File: src/rtl/pfsram_pkg.sv
package pfsram_pkg;
  typedef enum logic [1:0] {
    ST_NORMAL  = 2'd0,
    ST_PROTECT = 2'd1,
    ST_BATTERY = 2'd2,
    ST_RECOVER = 2'd3
  } pfs_state_e;
endpackage

File: src/rtl/pfs_sync.sv
module pfs_sync #(
  parameter int W       = 3,
  parameter int STAGES  = 2,
  parameter logic RST_V = 1'b1
) (
  input  logic         clk,
  input  logic         rst_n,
  input  logic [W-1:0] d,
  output logic [W-1:0] q
);
  logic [W-1:0] stg [STAGES];

  always_ff @(posedge clk or negedge rst_n) begin
    if (!rst_n) begin
      for (int i = 0; i < STAGES; i++) stg[i] <= {W{RST_V}};
    end else begin
      stg[0] <= d;
      for (int i = 1; i < STAGES; i++) stg[i] <= stg[i-1];
    end
  end

  assign q = stg[STAGES-1];
endmodule

File: src/rtl/pfs_pwr_fsm.sv
module pfs_pwr_fsm
  import pfsram_pkg::*;
#(
  parameter int REC_CYCLES = 500000
) (
  input  logic       clk,
  input  logic       rst_n,
  input  logic       desel,
  input  logic       below_bat,
  output pfs_state_e state,
  output logic       bat_sel
);
  localparam int CNT_W = (REC_CYCLES < 2) ? 1 : $clog2(REC_CYCLES);
  localparam logic [CNT_W-1:0] LAST = CNT_W'(REC_CYCLES - 1);

  pfs_state_e       st_q, st_d;
  logic [CNT_W-1:0] cnt_q, cnt_d;

  always_comb begin
    st_d  = st_q;
    cnt_d = cnt_q;
    case (st_q)
      ST_NORMAL: if (desel || below_bat) st_d = ST_PROTECT;
      ST_PROTECT: begin
        if (below_bat) st_d = ST_BATTERY;
        else if (!desel) begin
          st_d  = ST_RECOVER;
          cnt_d = '0;
        end
      end
      ST_BATTERY: if (!below_bat) st_d = ST_PROTECT;
      ST_RECOVER: begin
        if (below_bat) st_d = ST_BATTERY;
        else if (desel) st_d = ST_PROTECT;
        else if (cnt_q == LAST) st_d = ST_NORMAL;
        else cnt_d = cnt_q + 1'b1;
      end
      default: st_d = ST_PROTECT;
    endcase
  end

  always_ff @(posedge clk or negedge rst_n) begin
    if (!rst_n) begin
      st_q  <= ST_PROTECT;
      cnt_q <= '0;
    end else begin
      st_q  <= st_d;
      cnt_q <= cnt_d;
    end
  end

  assign state   = st_q;
  assign bat_sel = (st_q == ST_BATTERY);

  // NORMAL is left only towards PROTECT
  p_normal_exit_r8: assert property (@(posedge clk) disable iff (!rst_n)
    (st_q == ST_NORMAL) |=> (st_q == ST_NORMAL || st_q == ST_PROTECT));
  // NORMAL is entered only from a finished recovery
  p_normal_entry_r10: assert property (@(posedge clk) disable iff (!rst_n)
    $rose(st_q == ST_NORMAL) |-> ($past(st_q) == ST_RECOVER && $past(cnt_q) == LAST));
  // battery state is left only towards PROTECT
  p_battery_exit_r9: assert property (@(posedge clk) disable iff (!rst_n)
    (st_q == ST_BATTERY) |=> (st_q == ST_BATTERY || st_q == ST_PROTECT));
  // a counting recovery always came from recovery
  p_recover_cont_r11: assert property (@(posedge clk) disable iff (!rst_n)
    (st_q == ST_RECOVER && cnt_q != '0) |-> ($past(st_q) == ST_RECOVER));
endmodule

File: src/rtl/pfs_bus_decode.sv
module pfs_bus_decode (
  input  logic clk,
  input  logic rst_n,
  input  logic allow,
  input  logic ce_n,
  input  logic oe_n,
  input  logic we_n,
  output logic rd_o,
  output logic wr_o,
  output logic oe_o
);
  logic both_low, bl_prev, wr_q, rd_q, drv_q;

  assign both_low = !ce_n && !we_n;

  always_ff @(posedge clk or negedge rst_n) begin
    if (!rst_n) begin
      bl_prev <= 1'b1;
      wr_q    <= 1'b0;
      rd_q    <= 1'b0;
      drv_q   <= 1'b0;
    end else begin
      bl_prev <= both_low;
      wr_q    <= allow && both_low && (wr_q || !bl_prev);
      rd_q    <= !ce_n && we_n;
      drv_q   <= !ce_n && we_n && !oe_n;
    end
  end

  assign rd_o = rd_q && allow;
  assign wr_o = wr_q && allow;
  assign oe_o = drv_q && allow;

  // a write only rises after a cycle with the strobes not both low
  p_fresh_write_r4: assert property (@(posedge clk) disable iff (!rst_n)
    $rose(wr_q) |-> ($past(!ce_n && !we_n) && $past(ce_n || we_n, 2)));
  // protection clears the write window for the next cycle
  p_protect_clears_r6: assert property (@(posedge clk) disable iff (!rst_n)
    !allow |=> !wr_q);
  // driver and write strobe never active together
  p_no_contention_r2: assert property (@(posedge clk) disable iff (!rst_n)
    !(wr_o && oe_o));
  // deselect at an edge leaves all outputs idle afterwards
  p_deselect_idle_r1: assert property (@(posedge clk) disable iff (!rst_n)
    ce_n |=> (!rd_o && !wr_o && !oe_o));
endmodule

File: src/rtl/pfsram_guard.sv
module pfsram_guard
  import pfsram_pkg::*;
#(
  parameter int REC_CYCLES  = 500000,
  parameter int SYNC_STAGES = 2
) (
  input  logic       clk,
  input  logic       rst_n,
  input  logic       sup_below_upper,
  input  logic       sup_below_lower,
  input  logic       sup_below_bat,
  input  logic       ce_n,
  input  logic       oe_n,
  input  logic       we_n,
  output logic       arr_rd,
  output logic       arr_wr,
  output logic       dq_oe,
  output logic       bat_sel,
  output logic [1:0] pwr_state
);
  logic [2:0] flags_s;
  pfs_state_e st;
  logic       allow;

  pfs_sync #(.W(3), .STAGES(SYNC_STAGES), .RST_V(1'b1)) u_sync (
    .clk(clk), .rst_n(rst_n),
    .d({sup_below_bat, sup_below_lower, sup_below_upper}),
    .q(flags_s)
  );

  pfs_pwr_fsm #(.REC_CYCLES(REC_CYCLES)) u_fsm (
    .clk(clk), .rst_n(rst_n),
    .desel(flags_s[0] || flags_s[1]),
    .below_bat(flags_s[2]),
    .state(st),
    .bat_sel(bat_sel)
  );

  assign allow     = (st == ST_NORMAL);
  assign pwr_state = st;

  pfs_bus_decode u_dec (
    .clk(clk), .rst_n(rst_n), .allow(allow),
    .ce_n(ce_n), .oe_n(oe_n), .we_n(we_n),
    .rd_o(arr_rd), .wr_o(arr_wr), .oe_o(dq_oe)
  );

  // nothing reaches the array outside NORMAL
  p_guarded_r6: assert property (@(posedge clk) disable iff (!rst_n)
    (pwr_state != 2'd0) |-> (!arr_rd && !arr_wr && !dq_oe));
  // battery selection tracks the battery state
  p_bat_sel_r9: assert property (@(posedge clk) disable iff (!rst_n)
    bat_sel == (pwr_state == 2'd2));
endmodule

File: config.mk
export PLATFORM = sky130hd
export DESIGN_NAME = pfsram_guard
export DESIGN_NICKNAME = d
export VERILOG_FILES = /design/src/rtl/pfsram_pkg.sv /design/src/rtl/pfs_sync.sv /design/src/rtl/pfs_pwr_fsm.sv /design/src/rtl/pfs_bus_decode.sv /design/src/rtl/pfsram_guard.sv
export SDC_FILE = /design/constraint.sdc
export NUM_CORES = 1
export LEC_CHECK = 0
export BUFFER_PORTS_ARGS = -buffer_cell sky130_fd_sc_hd__buf_2
export CORE_AREA = 2 2 63 65
export DETAILED_ROUTE_END_ITERATION = 8
export DIE_AREA = 0 0 65 67
export GPL_ROUTABILITY_DRIVEN = 0
export PLACE_DENSITY = 0.58
export SYNTH_ARGS = -nofsm -noshare
export SYNTH_HDL_FRONTEND = slang
export SYNTH_SLANG_ARGS = --single-unit
File: constraint.sdc
create_clock -name clk -period 2.63 [get_ports clk]
set_input_delay 0 -clock clk [delete_from_list [all_inputs] [get_ports clk]]
set_output_delay 0 -clock clk [all_outputs]
set_load 0.1 [all_outputs]
Yosys cells after proc, flatten, opt, wreduce, memory -nomap -nowiden:

Index checks and enable logic that the tools add are counted.

* bits in registers: 31
* input bits: 8
* output and inout bits: 6
* word-level logic and storage cells: 55

* add/sub/neg operators: 1
* equality and inequality tests: 13
* muxes and demuxes: 14
* reduce and logical (&&, ||, !) cells: 19

Operators by type and width (count)
* $mux 19: 5
* $pmux 19 s2: 1
* $add 19x1->19 const B: 1
* $eq 19x19->1 const B: 1
* $mux 2: 7
* $ne 2x2->1 const B: 7
* $logic_and 1x1->1: 8
* $pmux 2 s4: 1
* $reduce_and 6->1: 1
* $eq 2x2->1 const B: 2
* $logic_not 1->1: 4
* $ne 4x2->1 const B: 1
* $reduce_and 4->1: 1
* $logic_or 1x1->1: 3
* $ne 3x3->1 const B: 1
* $eq 2x1->1 const B: 1
* $logic_not 2->1: 1
* $reduce_bool 2->1: 1

Depth between registers and ports, before layout:

Gate-level depths: netlist (run 1).

* word-level depth: 5
* depth in mapped cells: 6
* gate-level depth less buffers: 5

By module:

Synthesis (run 1) repeated with hierarchy kept, for this count alone.

* cells, all modules: 165
* area, all modules: 1540.2 µm²

By module, submodules not included
* pfs_pwr_fsm: instances 1, cells each 142, area an instance 1198.6 µm², seq. area each 526.8 µm²
* pfs_sync: instances 1, cells each 9, area an instance 180.2 µm², seq. area each 157.7 µm²
* pfs_bus_decode: instances 1, cells each 12, area an instance 151.4 µm², seq. area each 101.3 µm²
* pfsram_guard: instances 1, cells each 2, area an instance 10.0 µm², seq. area each 0.0 µm²

Worst setup path before layout (run 1):

Ideal clock, no wire load.

* kind: reg2out
* start point: register u_fsm.st_q[1], in the netlist u_fsm.state[1]
* end point: output port bat_sel
* data arrival time: 2523 ps
* setup slack: 107 ps
* cell stages (with the launch flop): 3
* path buffers: 0
* path through: dfrtp_1 > inv_1 > nor2_1

* longest elaborated chain between the ends: 1

RTL lines
* start: declaration: RTL line pfs_pwr_fsm.sv:16 `pfs_state_e st_q, st_d;`
* start signal: assignment: RTL line pfs_pwr_fsm.sv:47 `st_q <= st_d;`
* $eq 2x2->1: RTL line pfs_pwr_fsm.sv:53 `assign bat_sel = (st_q == ST_BATTERY);`
* end: declaration: RTL line pfsram_guard.sv:18 `output logic bat_sel,`

No other way between the ends.

Worst setup path in the final report (run 1):

* start point: register u_fsm.st_q[0], in the netlist u_fsm.state[0]
* end point: register u_fsm.cnt_q[18]

* longest elaborated chain between the ends: 3

RTL lines
* $eq 2x2->1 or $eq 2x1->1 (tied branches): RTL line pfs_pwr_fsm.sv:22 `case (st_q)`
* $ne 2x2->1 (no line) or $reduce_bool 2->1 (tied branches)
* $reduce_and 6->1 (no line)
* end signal: assignment: RTL line pfs_pwr_fsm.sv:48 `cnt_q <= cnt_d;`
* end: declaration: RTL line pfs_pwr_fsm.sv:17 `logic [CNT_W-1:0] cnt_q, cnt_d;`

Several ways; a longest one is shown, not always the timed one.
A chain may end at the register's enable or synchronous reset.

==> results.py, run 1 <==
metrics = {
    "timing": {
        "setup_violations": 0,
        "slew_violations": 0,
        "clock-skew-final_ns": 0.00587,
        "slew_headroom": 0.530,
        "setup_ws_ns": 0.468,
        "timing.final.crit_share": 0.822,
        "whs_ns": 0.301,
        "fin_tns_setup_ns": 0,
        "rsz0062_at_grt": "false",
        "max_freq_ghz": 0.462,
        "hold_viol": 0,
        "worstMarginPinSlew_ns": 0.706,
        "fin_crit_ns": 2.16,
    },
    "worst_setup_path": {
        "crit_path_end_kind": "flip-flop",
        "rr_worst_depth": 4,
        "path_buf_inv": 0,
        "critPathLaunchType": "flip-flop",
        "slowest_delay_ns": 0.59,
        "cp_max_fo": 10,
        "cpMaxStageDelayCell": "dfstp_2",
        "crit_start": "u_fsm.state[0]",
        "crit_chain": "nor4b_4, nand3_4, or4_1, a21oi_1",
        "worst_ep_arrival_time_ns": 2.38,
        "path_delay_family": "simple AND/OR/NAND/NOR gates",
        "timing.rr.start": "u_fsm.state[0]",
        "cp_num_cells": 4,
        "critPathRequiredTime_ns": 2.85,
        "critical_path_class": "flip-flop to flip-flop",
    },
    "yosys": {
        "ys_seq_area_frac": 0.496,
        "syn_area_per_cell_um2": 9.89,
        "yosysWarnings": 0,
        "ys_seq_elements": 31,
        "synth_edf_count": 0,
        "async_flop_share": 1.00,
        "synth_top_cell_by_area": "dfrtp_1",
        "ys.flop_type": "dfrtp_1",
        "synth_nets": 169,
        "syn_inst": 160,
        "netlist_area_um2": 1580,
        "synth_cell_types": 38,
        "synth_top_area_frac": 0.364,
        "synth_area_leaders": "dfrtp_1 36%, dfstp_2 13%, nand2_1 4.3%",
    },
    "clock_tree": {
        "cts_setup_buffers": 0,
        "cts_hold_buf": 9,
        "cts_tree": "built",
        "clk_latency_ns": 0.29,
        "root_buffer": "clkbuf_8",
        "clk_pin_slew_ns": 0.07,
        "postCtsResizedCells": 0,
        "htree_levels": 2,
        "cts_buffers": 5,
        "clockBufferDepth": 2,
        "clock-sinks": 31,
    },
    "route": {
        "ant_nets": 0,
        "routed_wl_um": 3620,
        "drc": 0,
        "routed_via_density": 5.79,
        "dr.pass1.iters": 4,
        "vias": 1349,
        "routedWlPerCell_um": 15.5,
        "first_iter_violations": 118,
    },
    "floorplan": {
        "core_um2": 3610,
        "dieArea_um2": 4360,
        "io_pins": 14,
        "die_w_um": 65,
        "fp-row-count": 22,
        "die_h_um": 67,
        "start_util": 0.439,
    },
    "layout": {
        "most-common-layout-cells": "23 x dfrtp_1, 18 x nand2_1, 13 x buf_2",
        "diodes": 0,
        "layout_commonest_cell": "dfrtp_1",
        "drive_gt1_frac": 0.173,
        "final_nets": 193,
        "area_delta_synth_final_pct": 17.7,
        "fin_cells": 233,
    },
    "global_routing": {
        "antenna_found_initial": 0,
        "grt_pass1_wl_um": 6420,
        "grtUsageTotal": 0.197,
        "grt_remaining_overflow": 0,
        "grt_max_degree": 32,
        "grt_pass1_vias": 1382,
    },
    "power_and_ir_drop": {
        "swShare": 0.293,
        "max-vdd-ir-drop_mv": 0.324,
        "intPower_mw": 0.732,
        "p_comb_frac": 0.125,
        "power.total_mw": 1.04,
        "powerDensity_nw_per_um2": 556,
        "p_sw_mw": 0.304,
        "p_seq_frac": 0.522,
        "leakagePower_nw": 0.768,
        "clockPowerShare": 0.353,
    },
    "outcome": {
        "status": "completed",
    },
    "worst_hold_path": {
        "hold_path_class": "input pin to async pin",
    },
    "job": {
        "max_cap_viol_count": 0,
    },
    "placed_design": {
        "pre_cts_slack_ns": 0.489,
        "placedCellCount": 216,
        "hpwl_um": 2400,
        "port_buffers": 13,
    },
}
## synthesized netlist by cell type, types with 2 or more instances
cell type / instances
dfrtp_1: 23
nand2_1: 18
o21ai_0: 12
a21oi_1: 11
nand3_1: 10
and3_1: 8
dfstp_2: 8
and2_1: 6
o31ai_1: 6
or4_1: 6
clkbuf_1: 5
inv_1: 5
or3_1: 5
nand4_1: 4
nor2_1: 4
a2111o_1: 2
a31oi_1: 2
nand2b_1: 2
nor2b_1: 2
o211ai_1: 2
or4b_1: 2
## flip-flops by register name (all words and copies together) (netlist names)
name	flops
u_dec.wr_q	1
u_sync.stg	3
u_dec.rd_q	1
u_fsm.cnt_q	19
u_dec.drv_q	1
u_sync.q	3
u_fsm.state	2
u_dec.bl_prev	1
## kinds of logic (layout without fill, tap and decap cells)
| group | Yosys count | count (layout) | share of synthesized area |
|---|---|---|---|
| compound gates | 45 | 45 | 0.187 |
| buf+inv | 10 | 35 | 0.0237 |
| simple gates | 73 | 73 | 0.285 |
| fa+ha+maj | 1 | 1 | 0.00790 |
| flops | 31 | 31 | 0.496 |
## layout make-up
class | count | area (um2)
Clock inverter | 3 | 15.0
Inverter | 5 | 18.8
Multi-Input combinational cell | 119 | 759
Fill cell | 318 | 1740
Timing Repair Buffer | 22 | 155
Clock buffer | 5 | 68.8
Tap cell | 48 | 60.1
Sequential cell | 31 | 786
## stage by stage
stage | area (um2) | util
final | 1860 | 0.517
after global routing | 1860 | 0.517
after CTS | 1860 | 0.517
after detailed placement | 1690 | 0.468
after global placement | 1690 | 0.468
after floorplan | 1580 | -
## path summary, 6_finish.rpt
check                           slack (ns)               to
worst max register to register        0.47  u_fsm.cnt_q[18]
worst min register to register        0.36      u_sync.q[0]
max in group asynchronous             1.88       u_dec.wr_q
worst max-delay path                  0.47  u_fsm.cnt_q[18]
worst min-delay path                  0.30   u_fsm.cnt_q[2]
min in group clk                      0.36      u_sync.q[0]
## per-layer routing
layer	part of all wire	GRT usage	routed length, um	vias up
li1	-	-	-	655
met1	0.46	0.236	1660	648
met2	0.48	0.327	1750	37
met3	0.039	0.0507	142	9
met4	0.020	0.0984	71	0
met5	0	0	0	-
## power groups by stage
stage	combinational [mW]	sequential, mW	clock (mW)
finish	0.129	0.541	0.366
global route	0.139	0.545	0.397
CTS	0.129	0.540	0.379
detailed placement	0.119	0.549	0
global placement	0.117	0.548	0
floorplan	0.0679	0.560	0
Power figures use the tool's default switching activity.
==> run 2, diff against run 1 <==
--- a/config.mk
+++ b/config.mk
@@ -10,7 +10,7 @@
 export DETAILED_ROUTE_END_ITERATION = 8
 export DIE_AREA = 0 0 65 67
 export GPL_ROUTABILITY_DRIVEN = 0
-export PLACE_DENSITY = 0.58
+export PLACE_DENSITY = 0.6
 export SYNTH_ARGS = -nofsm -noshare
 export SYNTH_HDL_FRONTEND = slang
 export SYNTH_SLANG_ARGS = --single-unit
==> constraint.sdc (replaced) <==
create_clock -name clk -period 1.9 [get_ports clk]
set_input_delay 0 -clock clk [delete_from_list [all_inputs] [get_ports clk]]
set_output_delay 0 -clock clk [all_outputs]
set_load 0.1 [all_outputs]
==> results.py, run 2 (synthesis results as in run 1) <==
metrics = {
    "timing": {
        "hold_viol": 0,
        "whs_ns": 0.301,
        "slew_violations": 0,
        "fin_crit_ns": 1.87,
        "fin_tns_setup_ns": 0,
        "worstMarginPinSlew_ns": 0.699,
        "rsz0062_at_grt": "true",
        "max_freq_ghz": 0.534,
        "timing.final.crit_share": 0.985,
        "clock-skew-final_ns": 0.00580,
        "setup_violations": 0,
        "setup_ws_ns": 0.0286,
        "slew_headroom": 0.534,
    },
    "worst_setup_path": {
        "cp_max_fo": 4,
        "crit_chain": "or4b_4, or3_1, a2111o_1, o21ai_1",
        "crit_path_end_kind": "flip-flop",
        "worst_ep_arrival_time_ns": 2.08,
        "critPathLaunchType": "flip-flop",
        "cp_num_cells": 4,
        "cpMaxStageDelayCell": "dfstp_4",
        "path_delay_family": "simple AND/OR/NAND/NOR gates",
        "path_buf_inv": 0,
        "critical_path_class": "flip-flop to flip-flop",
        "critPathRequiredTime_ns": 2.11,
        "slowest_delay_ns": 0.63,
        "rr_worst_depth": 4,
    },
    "floorplan": {
        "io_pins": 14,
        "dieArea_um2": 4360,
        "fp-row-count": 22,
        "die_w_um": 65,
        "start_util": 0.439,
        "die_h_um": 67,
        "core_um2": 3610,
    },
    "layout": {
        "area_delta_synth_final_pct": 25.6,
        "top_register": "u_fsm.cnt_q",
        "stdcell_area_um2": 1990,
        "final_nets": 205,
        "drive_gt1_frac": 0.259,
        "n_fill_cell": 329,
        "layout_commonest_cell": "dfrtp_1",
        "most-common-layout-cells": "22 x dfrtp_1, 17 x nand2_1, 13 x buf_2",
        "diodes": 0,
        "largest_reg_flops": 19,
    },
    "power_and_ir_drop": {
        "power.total_mw": 1.49,
        "powerDensity_nw_per_um2": 748,
        "max-vdd-ir-drop_mv": 0.467,
        "leakagePower_nw": 0.827,
    },
    "clock_tree": {
        "cts_tree": "built",
        "clockBufferDepth": 2,
        "htree_levels": 2,
        "clk_pin_slew_ns": 0.07,
        "root_buffer": "clkbuf_8",
        "cts_buffers": 5,
        "clk_latency_ns": 0.28,
        "clock-sinks": 31,
    },
    "global_routing": {
        "grt_max_degree": 32,
        "busiest_layer": "met2",
        "met1_usage": 0.220,
        "grtUsageMet3": 0.0557,
        "grtUsageTotal": 0.189,
        "grt_pass1_wl_um": 6120,
        "grt_remaining_overflow": 0,
        "met2_usage": 0.329,
        "antenna_found_initial": 0,
        "grt_pass1_vias": 1358,
    },
    "job": {
        "max_cap_viol_count": 0,
    },
    "route": {
        "routed_wl_um": 3620,
        "routed_via_density": 5.71,
        "dr.pass1.iters": 4,
        "routedWlPerCell_um": 14.8,
        "drc": 0,
        "vias": 1400,
        "ant_nets": 0,
        "first_iter_violations": 93,
    },
    "placed_design": {
        "hpwl_um": 2550,
        "place_area_um2": 1790,
        "pre_cts_slack_ns": 0.0311,
        "port_buffers": 13,
    },
    "worst_hold_path": {
        "hold_path_class": "input pin to async pin",
    },
    "outcome": {
        "status": "completed",
    },
}
run 2: where the power goes:
group | switching (mW) | internal [mW]
logic | 0.145 | 0.0892
registers | 0.0269 | 0.704
clock network | 0.260 | 0.261
total | 0.432 | 1.05
run 2: stage by stage:
step / util / cells
final: 0.551 / 245
after floorplan: - / 160
after detailed placement: 0.496 / 228
after global routing: 0.551 / 245
after CTS: 0.544 / 244
after global placement: 0.496 / 228
run 2: layout make-up:
class | instances | area (um2) | share of cell area
multi-input combinational | 119 | 779 | 0.392
timing repair buffer | 34 | 246 | 0.124
inverter | 5 | 18.8 | 0.00944
clock inverter | 3 | 23.8 | 0.0120
sequential | 31 | 791 | 0.398
clock buffer | 5 | 68.8 | 0.0346
tap | 48 | 60.1 | 0.0302
run 2: metal layers:
layer	routed length [um]	up-vias
met3	164	7
met2	1840	35
met1	1560	677
met5	0	-
li1	-	681
met4	59	0
run 2: timing repair:
action,4_1_cts,5_1_grt
hold buffers,8,0
resized for setup,0,6
endpoints found under the hold margin,29,0
setup buffers,0,1
setup endpoints to repair,0,5
run 2: path summary, 6_finish.rpt:
check	slack, ns	from	to
min in group clk	0.36	u_sync.stg[4]	u_sync.q[1]
min reg2reg	0.36	u_sync.stg[4]	u_sync.q[1]
max in group asynchronous	1.11	rst_n	u_fsm.state[1]
min	0.30	rst_n	u_fsm.cnt_q[13]
max reg2reg	0.03	u_fsm.state[0]	u_fsm.cnt_q[5]
max	0.03	u_fsm.state[0]	u_fsm.cnt_q[5]
==> run 3, diff against run 2 <==
--- a/config.mk
+++ b/config.mk
@@ -6,11 +6,11 @@
 export NUM_CORES = 1
 export LEC_CHECK = 0
 export BUFFER_PORTS_ARGS = -buffer_cell sky130_fd_sc_hd__buf_2
-export CORE_AREA = 2 2 63 65
+export CORE_AREA = 2 2 64 66
 export DETAILED_ROUTE_END_ITERATION = 8
-export DIE_AREA = 0 0 65 67
+export DIE_AREA = 0 0 66 68
 export GPL_ROUTABILITY_DRIVEN = 0
-export PLACE_DENSITY = 0.6
+export PLACE_DENSITY = 0.59
 export SYNTH_ARGS = -nofsm -noshare
 export SYNTH_HDL_FRONTEND = slang
 export SYNTH_SLANG_ARGS = --single-unit
==> results.py, run 3 (synthesis results as in run 1) <==
metrics = {
    "clock_tree": {
        "cts_tree": "built",
        "clock-sinks": 31,
        "htree_levels": 2,
        "clk_pin_slew_ns": 0.07,
        "clk_latency_ns": 0.28,
        "clockBufferDepth": 2,
        "cts_buffers": 5,
        "root_buffer": "clkbuf_8",
    },
    "floorplan": {
        "fp-row-count": 23,
        "die_w_um": 66,
        "io_pins": 14,
        "dieArea_um2": 4490,
        "core_um2": 3860,
        "die_h_um": 68,
        "start_util": 0.410,
    },
    "worst_setup_path": {
        "cpMaxStageDelayCell": "dfstp_4",
        "timing.rr.start": "u_fsm.state[0]",
        "rr_worst_depth": 4,
        "critical_path_class": "flip-flop to flip-flop",
        "critPathLaunchType": "flip-flop",
        "cp_max_fo": 4,
        "worst_ep_arrival_time_ns": 2.09,
        "critPathRequiredTime_ns": 2.11,
        "r2r_slack_ns": 0.02,
        "crit_path_end_kind": "flip-flop",
        "crit_chain": "or4b_4, or3_1, a2111o_1, o21ai_1",
        "r2r_end": "u_fsm.cnt_q[5]",
        "slowest_delay_ns": 0.63,
    },
    "worst_hold_path": {
        "hold_path_class": "input pin to async pin",
    },
    "timing": {
        "timing.final.crit_share": 0.989,
        "hold_viol": 0,
        "setup_violations": 0,
        "whs_ns": 0.281,
        "fin_crit_ns": 1.88,
        "slew_violations": 0,
        "clock-skew-final_ns": 0.00778,
        "rsz0062_at_grt": "true",
        "max_freq_ghz": 0.532,
        "slew_headroom": 0.558,
        "worstMarginPinSlew_ns": 0.663,
    },
    "power_and_ir_drop": {
        "power.total_mw": 1.64,
        "powerDensity_nw_per_um2": 813,
        "max-vdd-ir-drop_mv": 0.510,
        "leakagePower_nw": 0.848,
    },
    "global_routing": {
        "grt_remaining_overflow": 0,
        "grtUsageTotal": 0.181,
        "grt_max_degree": 32,
        "grt_pass1_wl_um": 6150,
        "antenna_found_initial": 0,
        "grt_pass1_vias": 1330,
    },
    "layout": {
        "drive_gt1_frac": 0.249,
        "diodes": 0,
        "layout_commonest_cell": "dfrtp_1",
        "area_delta_synth_final_pct": 27.2,
        "most-common-layout-cells": "22 x dfrtp_1, 17 x nand2_1, 13 x buf_2",
        "final_nets": 205,
        "largest_reg_flops": 19,
        "top_register": "u_fsm.cnt_q",
        "multiInputGateArea_um2": 768,
        "regArea_um2": 791,
        "n_fill_cell": 360,
    },
    "route": {
        "first_iter_violations": 73,
        "ant_nets": 0,
        "vias": 1378,
        "routedWlPerCell_um": 14.6,
        "dr.pass1.iters": 4,
        "routed_wl_um": 3600,
        "routed_via_density": 5.58,
        "drc": 0,
    },
    "job": {
        "max_cap_viol_count": 0,
    },
    "placed_design": {
        "port_buffers": 13,
        "hpwl_um": 2500,
    },
    "outcome": {
        "status": "completed",
    },
}
==> run 3: worst max-delay path by stage <==
stage               slack [ns]            from  cells after the start              to
finish                    0.02  u_fsm.state[0]                      4  u_fsm.cnt_q[5]
global route             -0.01  u_fsm.state[0]                      4  u_fsm.cnt_q[5]
CTS                       0.01  u_fsm.state[0]                      4  u_fsm.cnt_q[5]
detailed placement        0.01  u_fsm.state[0]                      4  u_fsm.cnt_q[5]
global placement          0.05  u_fsm.state[0]                      4  u_fsm.cnt_q[5]
floorplan                -0.18  u_fsm.state[0]                      4  u_fsm.cnt_q[5]
==> run 3: worst max-delay path: cells and delay by family, from the launching register on <==
kind | cells | cell delay, ns
and+or+nand+nor | 2 | 0.77
DFF | 1 | 0.63
AOI/OAI and AO/OA | 2 | 0.42
==> run 3: repair_timing <==
| item | in CTS | in global routing |
|---|---|---|
| endpoints found under the hold margin | 29 | 0 |
| endpoints found under the setup margin | 0 | 7 |
| gates resized for setup | 0 | 2 |
| hold buffers | 8 | 0 |
| buffers inserted | 0 | 1 |
==> run 3: per-layer routing <==
metal  up-vias  GRT usage  routed length (um)
met5         -          0                   0
met1       661      0.228                1590
met2        29      0.308                1820
met3         2     0.0444                 175
met4         0     0.0612                  19
li1        686          -                   -
==> run 3: area by class of cell <==
class | count | area share
sequential | 31 | 0.393
clock inverter | 2 | 0.0174
tap | 50 | 0.0311
timing repair buffer | 34 | 0.127
multi-input combinational | 119 | 0.382
inverter | 5 | 0.00932
clock buffer | 6 | 0.0410
==> run 3: per-stage QoR <==
| stage | setup TNS (ns) | worst slack [ns] | std cells | area (um2) | util |
|---|---|---|---|---|---|
| floorplan | -1.31 | -0.177 | 160 | 1590 | - |
| global placement | 0 | 0.0523 | 230 | 1800 | 0.468 |
| detailed placement | 0 | 0.0110 | 230 | 1800 | 0.468 |
| CTS | 0 | 0.00989 | 246 | 2000 | 0.519 |
| global route | -0.0124 | -0.0124 | 247 | 2010 | 0.522 |
| finish | 0 | 0.0200 | 247 | 2010 | 0.522 |
==> run 3: where the power goes <==
part	switching [mW]	internal, mW	total (mW)
Sequential	0.0225	0.705	0.727
Combinational	0.147	0.0914	0.238
Clock	0.248	0.424	0.673
Total	0.418	1.22	1.64
